File: config.mk
export PLATFORM = sky130hd
export DESIGN_NAME = sb_hazard_ctrl
export DESIGN_NICKNAME = d
export VERILOG_FILES = /design/src/rtl/sb_pkg.sv /design/src/rtl/sb_unit_entry.sv /design/src/rtl/sb_reg_table.sv /design/src/rtl/sb_wb_arbiter.sv /design/src/rtl/sb_hazard_ctrl.sv
export SDC_FILE = /design/constraint.sdc
export NUM_CORES = 1
export LEC_CHECK = 0
export ABC_AREA = 1
export BUFFER_PORTS_ARGS = -buffer_cell sky130_fd_sc_hd__buf_2
export CAP_MARGIN = 20
export CORE_MARGIN = 1.5
export CORE_UTILIZATION = 56
export DETAILED_ROUTE_END_ITERATION = 16
export PLACE_DENSITY = 0.84
export SYNTH_ARGS = -nofsm -noshare
export SYNTH_HDL_FRONTEND = slang
export SYNTH_SLANG_ARGS = --single-unit
File: constraint.sdc
create_clock -name clk -period 2 [get_ports clk]
set_input_delay 0.5 -clock clk [delete_from_list [all_inputs] [get_ports clk]]
set_output_delay 0.5 -clock clk [all_outputs]
set_load 0.05 [all_outputs]
File: src/rtl/sb_pkg.sv
package sb_pkg;

    localparam int NUM_UNITS = 4;
    localparam int UNIT_W    = $clog2(NUM_UNITS);
    localparam int NUM_REGS  = 16;
    localparam int REG_W     = $clog2(NUM_REGS);

    typedef enum logic [UNIT_W-1:0] {
        U_INT  = 2'd0,
        U_FADD = 2'd1,
        U_FMUL = 2'd2,
        U_FDIV = 2'd3
    } unit_e;

    typedef enum logic [1:0] {
        PH_IDLE = 2'd0,
        PH_OPS  = 2'd1,
        PH_EXEC = 2'd2,
        PH_DONE = 2'd3
    } phase_e;

    // producer tag: which unit owes a value
    typedef struct packed {
        logic              vld;
        logic [UNIT_W-1:0] unit;
    } tag_t;

    // full per-unit record
    typedef struct packed {
        phase_e           ph;
        logic [REG_W-1:0] fi;
        logic [REG_W-1:0] fj;
        logic [REG_W-1:0] fk;
        tag_t             qj;
        tag_t             qk;
        logic             rj;
        logic             rk;
    } entry_t;

    // part of the record visible to the rest of the block
    typedef struct packed {
        phase_e           ph;
        logic [REG_W-1:0] fi;
        logic [REG_W-1:0] fj;
        logic [REG_W-1:0] fk;
        logic             rj;
        logic             rk;
    } view_t;

    function automatic logic reads_reg(view_t v, logic [REG_W-1:0] r);
        return (v.rj && v.fj == r) || (v.rk && v.fk == r);
    endfunction

endpackage

File: src/rtl/sb_unit_entry.sv
module sb_unit_entry
    import sb_pkg::*;
#(
    parameter int IDX = 0
) (
    input  logic                 clk,
    input  logic                 rst,
    input  logic                 iss_i,
    input  logic [REG_W-1:0]     dst_i,
    input  logic [REG_W-1:0]     src1_i,
    input  logic [REG_W-1:0]     src2_i,
    input  tag_t                 tag1_i,
    input  tag_t                 tag2_i,
    input  logic                 done_i,
    input  logic [NUM_UNITS-1:0] wb_gnt_i,
    output view_t                view_o,
    output logic                 rd_req_o,
    output logic                 wb_req_o
);

    entry_t ent;

    assign rd_req_o = (ent.ph == PH_OPS) && ent.rj && ent.rk;
    assign wb_req_o = (ent.ph == PH_DONE);

    assign view_o.ph = ent.ph;
    assign view_o.fi = ent.fi;
    assign view_o.fj = ent.fj;
    assign view_o.fk = ent.fk;
    assign view_o.rj = ent.rj;
    assign view_o.rk = ent.rk;

    always_ff @(posedge clk) begin
        if (rst) begin
            ent <= '0;
        end else if (iss_i) begin
            ent.ph <= PH_OPS;
            ent.fi <= dst_i;
            ent.fj <= src1_i;
            ent.fk <= src2_i;
            ent.qj <= tag1_i;
            ent.qk <= tag2_i;
            ent.rj <= !tag1_i.vld;
            ent.rk <= !tag2_i.vld;
        end else begin
            unique case (ent.ph)
                PH_OPS: begin
                    if (ent.rj && ent.rk) begin
                        // operands fetched this cycle
                        ent.ph <= PH_EXEC;
                        ent.rj <= 1'b0;
                        ent.rk <= 1'b0;
                    end else begin
                        if (ent.qj.vld && wb_gnt_i[ent.qj.unit]) begin
                            ent.qj.vld <= 1'b0;
                            ent.rj     <= 1'b1;
                        end
                        if (ent.qk.vld && wb_gnt_i[ent.qk.unit]) begin
                            ent.qk.vld <= 1'b0;
                            ent.rk     <= 1'b1;
                        end
                    end
                end
                PH_EXEC: if (done_i) ent.ph <= PH_DONE;
                PH_DONE: if (wb_gnt_i[IDX]) ent.ph <= PH_IDLE;
                default: ;
            endcase
        end
    end

endmodule

File: src/rtl/sb_reg_table.sv
module sb_reg_table
    import sb_pkg::*;
(
    input  logic                               clk,
    input  logic                               rst,
    input  logic                               set_i,
    input  logic [REG_W-1:0]                   set_reg_i,
    input  logic [UNIT_W-1:0]                  set_unit_i,
    input  logic                               clr_i,
    input  logic [REG_W-1:0]                   clr_reg_i,
    output logic [NUM_REGS-1:0]                pend_o,
    output logic [NUM_REGS-1:0][UNIT_W-1:0]    prod_o
);

    always_ff @(posedge clk) begin
        if (rst) begin
            pend_o <= '0;
            prod_o <= '0;
        end else begin
            if (clr_i) pend_o[clr_reg_i] <= 1'b0;
            if (set_i) begin
                pend_o[set_reg_i] <= 1'b1;
                prod_o[set_reg_i] <= set_unit_i;
            end
        end
    end

endmodule

File: src/rtl/sb_wb_arbiter.sv
module sb_wb_arbiter
    import sb_pkg::*;
(
    input  view_t [NUM_UNITS-1:0] views_i,
    output logic  [NUM_UNITS-1:0] gnt_o,
    output logic                  any_o,
    output logic  [REG_W-1:0]     dst_o
);

    logic [NUM_UNITS-1:0] blocked;
    logic [NUM_UNITS-1:0] elig;

    for (genvar u = 0; u < NUM_UNITS; u++) begin : g_war
        always_comb begin
            blocked[u] = 1'b0;
            for (int g = 0; g < NUM_UNITS; g++) begin
                if (g != u && reads_reg(views_i[g], views_i[u].fi))
                    blocked[u] = 1'b1;
            end
        end
        assign elig[u] = (views_i[u].ph == PH_DONE) && !blocked[u];
    end

    always_comb begin
        gnt_o = '0;
        any_o = 1'b0;
        dst_o = '0;
        for (int u = 0; u < NUM_UNITS; u++) begin
            if (elig[u] && !any_o) begin
                gnt_o[u] = 1'b1;
                any_o    = 1'b1;
                dst_o    = views_i[u].fi;
            end
        end
    end

endmodule

File: src/rtl/sb_hazard_ctrl.sv
module sb_hazard_ctrl
    import sb_pkg::*;
(
    input  logic                 clk,
    input  logic                 rst,
    input  logic                 in_valid,
    output logic                 in_ready,
    input  logic [UNIT_W-1:0]    in_unit,
    input  logic [REG_W-1:0]     in_dst,
    input  logic [REG_W-1:0]     in_src1,
    input  logic [REG_W-1:0]     in_src2,
    input  logic [NUM_UNITS-1:0] done_i,
    output logic [NUM_UNITS-1:0] rd_grant_o,
    output logic [NUM_UNITS-1:0] wb_grant_o
);

    view_t [NUM_UNITS-1:0]              views;
    logic  [NUM_UNITS-1:0]              unit_busy;
    logic  [NUM_UNITS-1:0]              rd_req;
    logic  [NUM_UNITS-1:0]              wb_req;
    logic  [NUM_UNITS-1:0]              wb_gnt;
    logic  [NUM_REGS-1:0]               reg_pend;
    logic  [NUM_REGS-1:0][UNIT_W-1:0]   reg_prod;
    logic                               wb_any;
    logic  [REG_W-1:0]                  wb_dst;
    logic                               iss;
    tag_t                               tag1;
    tag_t                               tag2;

    assign in_ready = !unit_busy[in_unit] && !reg_pend[in_dst];
    assign iss      = in_valid && in_ready;

    // a source being written back this cycle counts as present
    assign tag1.vld  = reg_pend[in_src1] && !(wb_any && wb_dst == in_src1);
    assign tag1.unit = reg_prod[in_src1];
    assign tag2.vld  = reg_pend[in_src2] && !(wb_any && wb_dst == in_src2);
    assign tag2.unit = reg_prod[in_src2];

    for (genvar u = 0; u < NUM_UNITS; u++) begin : g_unit
        sb_unit_entry #(.IDX(u)) u_ent (
            .clk      (clk),
            .rst      (rst),
            .iss_i    (iss && (in_unit == UNIT_W'(u))),
            .dst_i    (in_dst),
            .src1_i   (in_src1),
            .src2_i   (in_src2),
            .tag1_i   (tag1),
            .tag2_i   (tag2),
            .done_i   (done_i[u]),
            .wb_gnt_i (wb_gnt),
            .view_o   (views[u]),
            .rd_req_o (rd_req[u]),
            .wb_req_o (wb_req[u])
        );
        assign unit_busy[u] = (views[u].ph != PH_IDLE);
    end

    sb_reg_table u_regs (
        .clk        (clk),
        .rst        (rst),
        .set_i      (iss),
        .set_reg_i  (in_dst),
        .set_unit_i (in_unit),
        .clr_i      (wb_any),
        .clr_reg_i  (wb_dst),
        .pend_o     (reg_pend),
        .prod_o     (reg_prod)
    );

    sb_wb_arbiter u_arb (
        .views_i (views),
        .gnt_o   (wb_gnt),
        .any_o   (wb_any),
        .dst_o   (wb_dst)
    );

    assign rd_grant_o = rd_req;
    assign wb_grant_o = wb_gnt & wb_req;

endmodule

==> flow_metrics.tcl, run 1 <==
set metrics [dict create \
    synth-edff-count 0 \
    synth.distinct_cells 42 \
    die_w_um 128.3 \
    start_util_pct 57.61 \
    grt.overflow.total 66 \
    ys_ff_latch 136 \
    seq_area_frac_synth_pct 30.97 \
    cts_root_buffer "clkbuf_16" \
    grt_usage_pct 73.21 \
    cts.path.max_buffers 2 \
    stop_stage "global routing" \
    synth_top_area_share_pct 30.97 \
    clock_sinks 136 \
    placed_cells 1811 \
    synth_commonest_cells "nand2_1 (324), a21oi_1 (198), o21ai_0 (197), inv_1 (151), dfxtp_1 (136)" \
    status "stopped before the end" \
    synthCells 1399 \
    yosys_warnings 0 \
    cts-htree-levels 4 \
    grt_max_degree 55 \
    ys_dominant_reg_cell "dfxtp_1" \
    syn_area_mm2 0.008791 \
    syn_area_per_cell_um2 6.284 \
    ioPinCount 30 \
    dpl.hpwl_um 25120 \
    port_buffers 29 \
    synth.area.top_cells "dfxtp_1 (31%), nand2_1 (14%), a21oi_1 (11%)" \
    grt_pass1_vias 15210 \
    numCtsBuffers 17 \
    async_flop_share_pct 0 \
    synth_fp_nets 1444 \
    grt_pass1_wl_um 92080 \
    die_h_um 128.3 \
    synth.largest_area_cell "dfxtp_1" \
    gp_congestion 1.051 \
    tool.error "[ERROR GRT-0116] Global routing finished with congestion. Check the congestion regions in the DRC Viewer." \
    preCtsSetupSlack_ps -607.4 \
    row_count 45 \
    yosysMostFrequentCell "nand2_1" \
]
[metal layers]
layer  overflow  GRT usage (%)
met1          0          75.14
met2         32          92.22
met3          1          53.13
met4         33          74.95
met5          0          4.644
[kinds of logic after synthesis]
kind of cell,after synthesis,share of synthesized area [%]
xor gates and xnor gates,16,1.594
and+or+nand+nor,550,26.87
AOI/OAI and AO/OA,436,26.00
buffers and inverters,237,11.14
adders and majority gates,24,3.416
DFF,136,30.97
[metrics by stage]
step / area (um^2) / utilization [%]
after global placement: 11140 / 73.00
after detailed placement: 11140 / 73.00
after floorplan: 9264 / -
after CTS: 13800 / 90.43
[repair_timing]
| item | 4_1_cts |
|---|---|
| gates resized for setup | 455 |
| endpoints found under the setup margin | 145 |
| cloned | 8 |
| pin swaps | 120 |
| hold buffers | 0 |
| buffers inserted | 69 |
==> inputs of run 2 (changes only) <==
--- a/config.mk
+++ b/config.mk
@@ -9,9 +9,9 @@
 export BUFFER_PORTS_ARGS = -buffer_cell sky130_fd_sc_hd__buf_2
 export CAP_MARGIN = 20
 export CORE_MARGIN = 1.5
-export CORE_UTILIZATION = 56
+export CORE_UTILIZATION = 40
 export DETAILED_ROUTE_END_ITERATION = 16
-export PLACE_DENSITY = 0.84
+export PLACE_DENSITY_LB_ADDON = 0.15
 export SYNTH_ARGS = -nofsm -noshare
 export SYNTH_HDL_FRONTEND = slang
 export SYNTH_SLANG_ARGS = --single-unit
==> constraint.sdc (replaced) <==
create_clock -name clk -period 2.6 [get_ports clk]
set_input_delay 0.65 -clock clk [delete_from_list [all_inputs] [get_ports clk]]
set_output_delay 0.65 -clock clk [all_outputs]
set_load 0.05 [all_outputs]
==> flow_metrics.tcl, run 2 <==
set metrics [dict create \
    firstDrtPassIters 5 \
    start_util_pct 40.53 \
    final_antenna_net_count 0 \
    drv_slew 0 \
    clock_sinks 136 \
    ioPinCount 30 \
    finalPower_mw 6.996 \
    synthCells 1399 \
    syn_area_mm2 0.008791 \
    timing.final.ws_setup_ps -72.53 \
    slowest_delay_ps 340 \
    viasPerCell 5.457 \
    synth.largest_area_cell "dfxtp_1" \
    drive_above_1_share_pct 26.13 \
    cts.path.max_buffers 2 \
    synth-edff-count 0 \
    dpl.hpwl_um 24370 \
    drt-initial-drc-count 784 \
    yosys_warnings 0 \
    antenna_cells 0 \
    antenna_found_initial 0 \
    cp_cell_sequence "buf_4 -> nand2_1 -> nand2_1 -> nor2_1 -> nand3_1 -> nand2_2 -> nor2_4 -> nand3_4 -> buf_6 -> nand3_4 -> inv_4 -> buf_8" \
    ff2ff_path_depth 19 \
    preCtsSetupSlack_ps -88.33 \
    rsz0062_at_grt "yes" \
    status "complete, but fails checks" \
    slew_headroom_pct 64.53 \
    cts_root_buffer "clkbuf_16" \
    fin_crit_sh_pct 102.8 \
    yosysMostFrequentCell "nand2_1" \
    cts-htree-levels 4 \
    worstPathArrival_ps 2020 \
    synth.distinct_cells 42 \
    final_common_cell "nand2_1" \
    path_max_fanout 7 \
    numCtsBuffers 17 \
    fin_nets 1582 \
    syn_area_per_cell_um2 6.284 \
    synth_top_area_share_pct 30.97 \
    design_area_mm2 0.01141 \
    gp_congestion 0.9448 \
    largest_reg_flops 64 \
    synth_fp_nets 1444 \
    maxCapViolations 0 \
    clk-insertion-delay-late_ps 440 \
    power.density_mw_per_mm2 613.3 \
    grt_max_degree 98 \
    finalClockSkew_ps 13.50 \
    avgRoutedWirePerCell_um 18.37 \
    coreArea_mm2 0.02169 \
    grt_pass1_wl_um 50880 \
    vias 9986 \
    critPathLaunchType "register" \
    dpl_cell_area_mm2 0.01001 \
    r2r_end "g_unit[0].u_ent.ent[4]" \
    worst_pin_slew_ps 529.5 \
    async_flop_share_pct 0 \
    cts.clk_slew.worst_paths_ps 70 \
    nFillCells 2141 \
    synth_compound_area_share_pct 26.00 \
    critical_path.startpoint "g_unit[0].u_ent.view_o[10]" \
    die_h_um 151.2 \
    hold_end "g_unit[2].u_ent.ent[6]" \
    ir_worst_vdd_v 0.0004521 \
    required_ps 1950 \
    dieArea_mm2 0.02288 \
    violations "negative setup slack" \
    grt_usage_pct 29.72 \
    area_delta_synth_final_pct 29.76 \
    hold_buffers 0 \
    worstSetupEndpointType "output port" \
    hold_path_depth 2 \
    synth.area.mux_share_pct 0 \
    fmax_mhz 374.2 \
    grt.overflow.total 0 \
    die_w_um 151.2 \
    ys_ff_latch 136 \
    synth.area.top_cells "dfxtp_1 (31%), nand2_1 (14%), a21oi_1 (11%)" \
    synth_top_family_by_area "simple AND/OR/NAND/NOR gates" \
    hold_start "g_unit[2].u_ent.ent[6]" \
    synth-adder-area-share_pct 3.416 \
    hp-class "reg2reg" \
    final_hold_viol_count 0 \
    cts_tree "yes" \
    cp_slowest_cell "dfxtp_2" \
    seq_area_frac_synth_pct 30.97 \
    reg2reg_from "g_unit[1].u_ent.view_o[13]" \
    post-route-drc-count 0 \
    row_count 54 \
    mostFrequentLayoutCells "nand2_1 (296), a21oi_1 (191), o21ai_0 (176)" \
    layout_min_cycle_time_ps 2673 \
    synth_xor_area_share_pct 1.594 \
    synth_commonest_cells "nand2_1 (324), a21oi_1 (198), o21ai_0 (197), inv_1 (151), dfxtp_1 (136)" \
    ys_dominant_reg_cell "dfxtp_1" \
    grt_pass1_vias 9209 \
    p_leak_nw 4.811 \
    setup_tns_ps -234.7 \
    fin_util_pct 52.60 \
    synth-simple-area-share_pct 26.87 \
    critical_path_class "reg2out" \
    wl_um 33620 \
    setup_viol 8 \
    rrSetupSlack_ps -10 \
    port_buffers 29 \
]
[run 2: worst max path at each step]
stage	to	slack, ps	cells after the start
floorplan	g_unit[0].u_ent.ent[2]	-2	13
detailed placement	u_regs.prod_o[23]	-90	15
global placement	u_regs.prod_o[31]	-110	15
global route	g_unit[0].u_ent.ent[7]	-180	22
finish	wb_grant_o[2]	-70	12
CTS	wb_grant_o[3]	-40	11
[run 2: what timing repair did]
action                     4_1_cts  5_1_grt
resized for setup               76      164
setup endpoints to repair       13       49
pin swaps                       21       55
gates cloned                     0        1
buffers inserted                15       14
[run 2: worst max-delay path: cells and delay by family, from the launching register on]
family | cells | cell delay, ps
buffers and inverters | 4 | 520
flip-flops | 1 | 340
AND/OR/NAND/NOR | 8 | 720
[run 2: layout make-up]
cell class | count | area, um^2 | share of cell area (%)
clock buffers | 17 | 425.4 | 3.729
clock inverters | 15 | 152.6 | 1.338
inverters | 167 | 670.6 | 5.879
multi-input cells | 1026 | 5456 | 47.83
flip-flops and latches | 136 | 2791 | 24.47
well taps | 280 | 350.3 | 3.071
repair buffers | 189 | 1560 | 13.68
[run 2: metal layers]
metal / share of wire [%] / up-vias / global-route usage (%)
met2: 46 / 347 / 48.77
met5: 0 / - / 0
met3: 5.4 / 116 / 5.000
li1: - / 4909 / -
met4: 5.5 / 0 / 16.89
met1: 43 / 4614 / 36.71
[run 2: power breakdown]
group	internal (mW)	switching [mW]	total (mW)
clock network	1.28	1.14	2.43
logic	0.854	1.31	2.16
registers	2.24	0.171	2.41
total	4.37	2.62	7.00
[run 2: logic make-up (layout without fill, tap and decap cells)]
logic type,after synthesis,count (layout)
simple gates,550,550
compound gates,436,436
xor+xnor,16,16
fa+ha+maj,24,24
flops,136,136
buf+inv,237,388
[run 2: per-stage QoR]
step	cells	hold slack, ps
finish	1830	466.4
global route	1830	493.6
CTS	1815	470.4
detailed placement	1770	459.9
global placement	1770	448.0
floorplan	1399	429.6
(Power assumes the default switching activity.)
==> inputs of run 3 (changes only) <==
--- a/config.mk
+++ b/config.mk
@@ -8,10 +8,13 @@
 export ABC_AREA = 1
 export BUFFER_PORTS_ARGS = -buffer_cell sky130_fd_sc_hd__buf_2
 export CAP_MARGIN = 20
+export CELL_PAD_IN_SITES_DETAIL_PLACEMENT = 0
+export CELL_PAD_IN_SITES_GLOBAL_PLACEMENT = 1
 export CORE_MARGIN = 1.5
 export CORE_UTILIZATION = 40
 export DETAILED_ROUTE_END_ITERATION = 16
 export PLACE_DENSITY_LB_ADDON = 0.15
+export REMOVE_ABC_BUFFERS = 1
 export SYNTH_ARGS = -nofsm -noshare
 export SYNTH_HDL_FRONTEND = slang
 export SYNTH_SLANG_ARGS = --single-unit
==> constraint.sdc (replaced) <==
create_clock -name clk -period 2.9 [get_ports clk]
set_input_delay 0.725 -clock clk [delete_from_list [all_inputs] [get_ports clk]]
set_output_delay 0.725 -clock clk [all_outputs]
set_load 0.05 [all_outputs]
==> flow_metrics.tcl, run 3 (synthesis gave the netlist of run 2 again) <==
set metrics [dict create \
    viasPerCell 5.381 \
    reg2reg_from "g_unit[2].u_ent.view_o[15]" \
    critical_path.startpoint "g_unit[2].u_ent.view_o[10]" \
    cts.clk_slew.worst_paths_ps 60 \
    final_antenna_net_count 0 \
    grt.overflow.total 0 \
    required_ps 2170 \
    nFillCells 2292 \
    post-route-drc-count 0 \
    cts_tree "yes" \
    use_met3_pct 5.181 \
    cp-endpoint "wb_grant_o[2]" \
    final_cells 1759 \
    cts-htree-levels 4 \
    avgRoutedWirePerCell_um 18.66 \
    finalPower_mw 6.088 \
    wl_um 32820 \
    numCtsBuffers 17 \
    dpl.hpwl_um 24220 \
    hold_start "g_unit[2].u_ent.ent[3]" \
    largest_reg_flops 64 \
    met1_usage_pct 39.14 \
    p_leak_nw 4.371 \
    firstDrtPassIters 5 \
    maxCapViolations 0 \
    r2r_end "g_unit[0].u_ent.ent[7]" \
    start_util_pct 40.53 \
    drive_above_1_share_pct 14.87 \
    ff2ff_path_depth 18 \
    hp-class "reg2reg" \
    critical_path_class "reg2out" \
    worstPathArrival_ps 2110 \
    area_delta_synth_final_pct 18.33 \
    clk-insertion-delay-late_ps 430 \
    hold_buffers 0 \
    cts.path.max_buffers 2 \
    grt_pass1_wl_um 49070 \
    drt-initial-drc-count 780 \
    gp_congestion 0.9462 \
    path_max_fanout 5 \
    coreArea_mm2 0.02169 \
    grt_use_met2_pct 45.52 \
    fin_nets 1511 \
    slew_headroom_pct 68.65 \
    preCtsSetupSlack_ps -1.938 \
    vias 9465 \
    grt_max_degree 98 \
    clock_sinks 136 \
    power.density_mw_per_mm2 585.3 \
    ioPinCount 30 \
    row_count 54 \
    finalClockSkew_ps 14.15 \
    dieArea_mm2 0.02288 \
    grt_usage_pct 29.12 \
    final_common_cell "nand2_1" \
    timing.final.ws_setup_ps 69.93 \
    fmax_mhz 353.3 \
    mostFrequentLayoutCells "nand2_1 (324), a21oi_1 (198), o21ai_0 (195)" \
    gr-max-usage-layer "met2" \
    port_buffers 29 \
    rsz0062_at_grt "yes" \
    fin_crit_sh_pct 97.59 \
    status "complete, no violations" \
    drv_slew 0 \
    grt_pass1_vias 8340 \
    placed_cells 1722 \
    ir_worst_vdd_v 0.0003219 \
    antenna_found_initial 0 \
    final_hold_viol_count 0 \
    die_w_um 151.2 \
    worstSetupEndpointType "output port" \
    worst_pin_slew_ps 470.3 \
    layout_min_cycle_time_ps 2830 \
    rrSetupSlack_ps 160 \
    critPathLaunchType "register" \
    antenna_cells 0 \
    die_h_um 151.2 \
    setup_viol 0 \
    cts_root_buffer "clkbuf_16" \
]
-- run 3: critical path, cell delays in order, from the launching register on --
cell and delay, ps:
dfxtp_4 360, buf_6 130, o211ai_1 300, nor2_1 80, nor2_1 110, nand2_1 70
nor2_2 160, nand3_2 130, buf_6 160, inv_6 60, buf_8 130
-- run 3: layout make-up --
type	instances	area [um^2]	area share, %
Inverter	167	641.9	6.170
Multi-Input combinational cell	1026	5119	49.21
Sequential cell	136	2745	26.39
Clock buffer	18	439.2	4.222
Clock inverter	14	183.9	1.768
Tap cell	280	350.3	3.368
Timing Repair Buffer	118	923.4	8.877
-- run 3: how the worst min path moves through the flow --
stage	to	slack [ps]	cells after the start
6_report	g_unit[2].u_ent.ent[3]	470	2
5_1_grt	g_unit[2].u_ent.ent[6]	490	2
4_1_cts	g_unit[2].u_ent.ent[3]	470	2
3_5_place_dp	g_unit[2].u_ent.ent[3]	460	2
3_3_place_gp	u_regs.prod_o[27]	460	2
2_1_floorplan	u_regs.prod_o[17]	430	2
-- run 3: per-stage QoR --
step | instance area [um^2] | TNS (ps) | hold WS (ps) | util (%)
CTS | 10310 | 0 | 466.5 | 47.52
floorplan | 8441 | -26700 | 431.4 | -
global placement | 9629 | 0 | 456.8 | 44.40
finish | 10400 | 0 | 470.8 | 47.96
detailed placement | 9629 | -1.938 | 457.1 | 44.40
global route | 10400 | -45.50 | 490.8 | 47.96
-- run 3: what timing repair did --
item / 4_1_cts / 5_1_grt
hold endpoints to repair: 0 / 0
endpoints found under the setup margin: 3 / 11
buffers inserted: 2 / 3
pin swaps: 3 / 7
resized for setup: 20 / 30
-- run 3: routing by layer --
layer,routed length (um),up-vias
li1,-,4750
met1,14770,4319
met2,14710,329
met3,2035,67
met4,1301,0
met5,0,-
-- run 3: report_power, final --
part           switching, mW  total (mW)  internal (mW)
clock network          0.945        2.34           1.40
logic                   1.04        1.60          0.557
registers              0.148        2.15           2.00
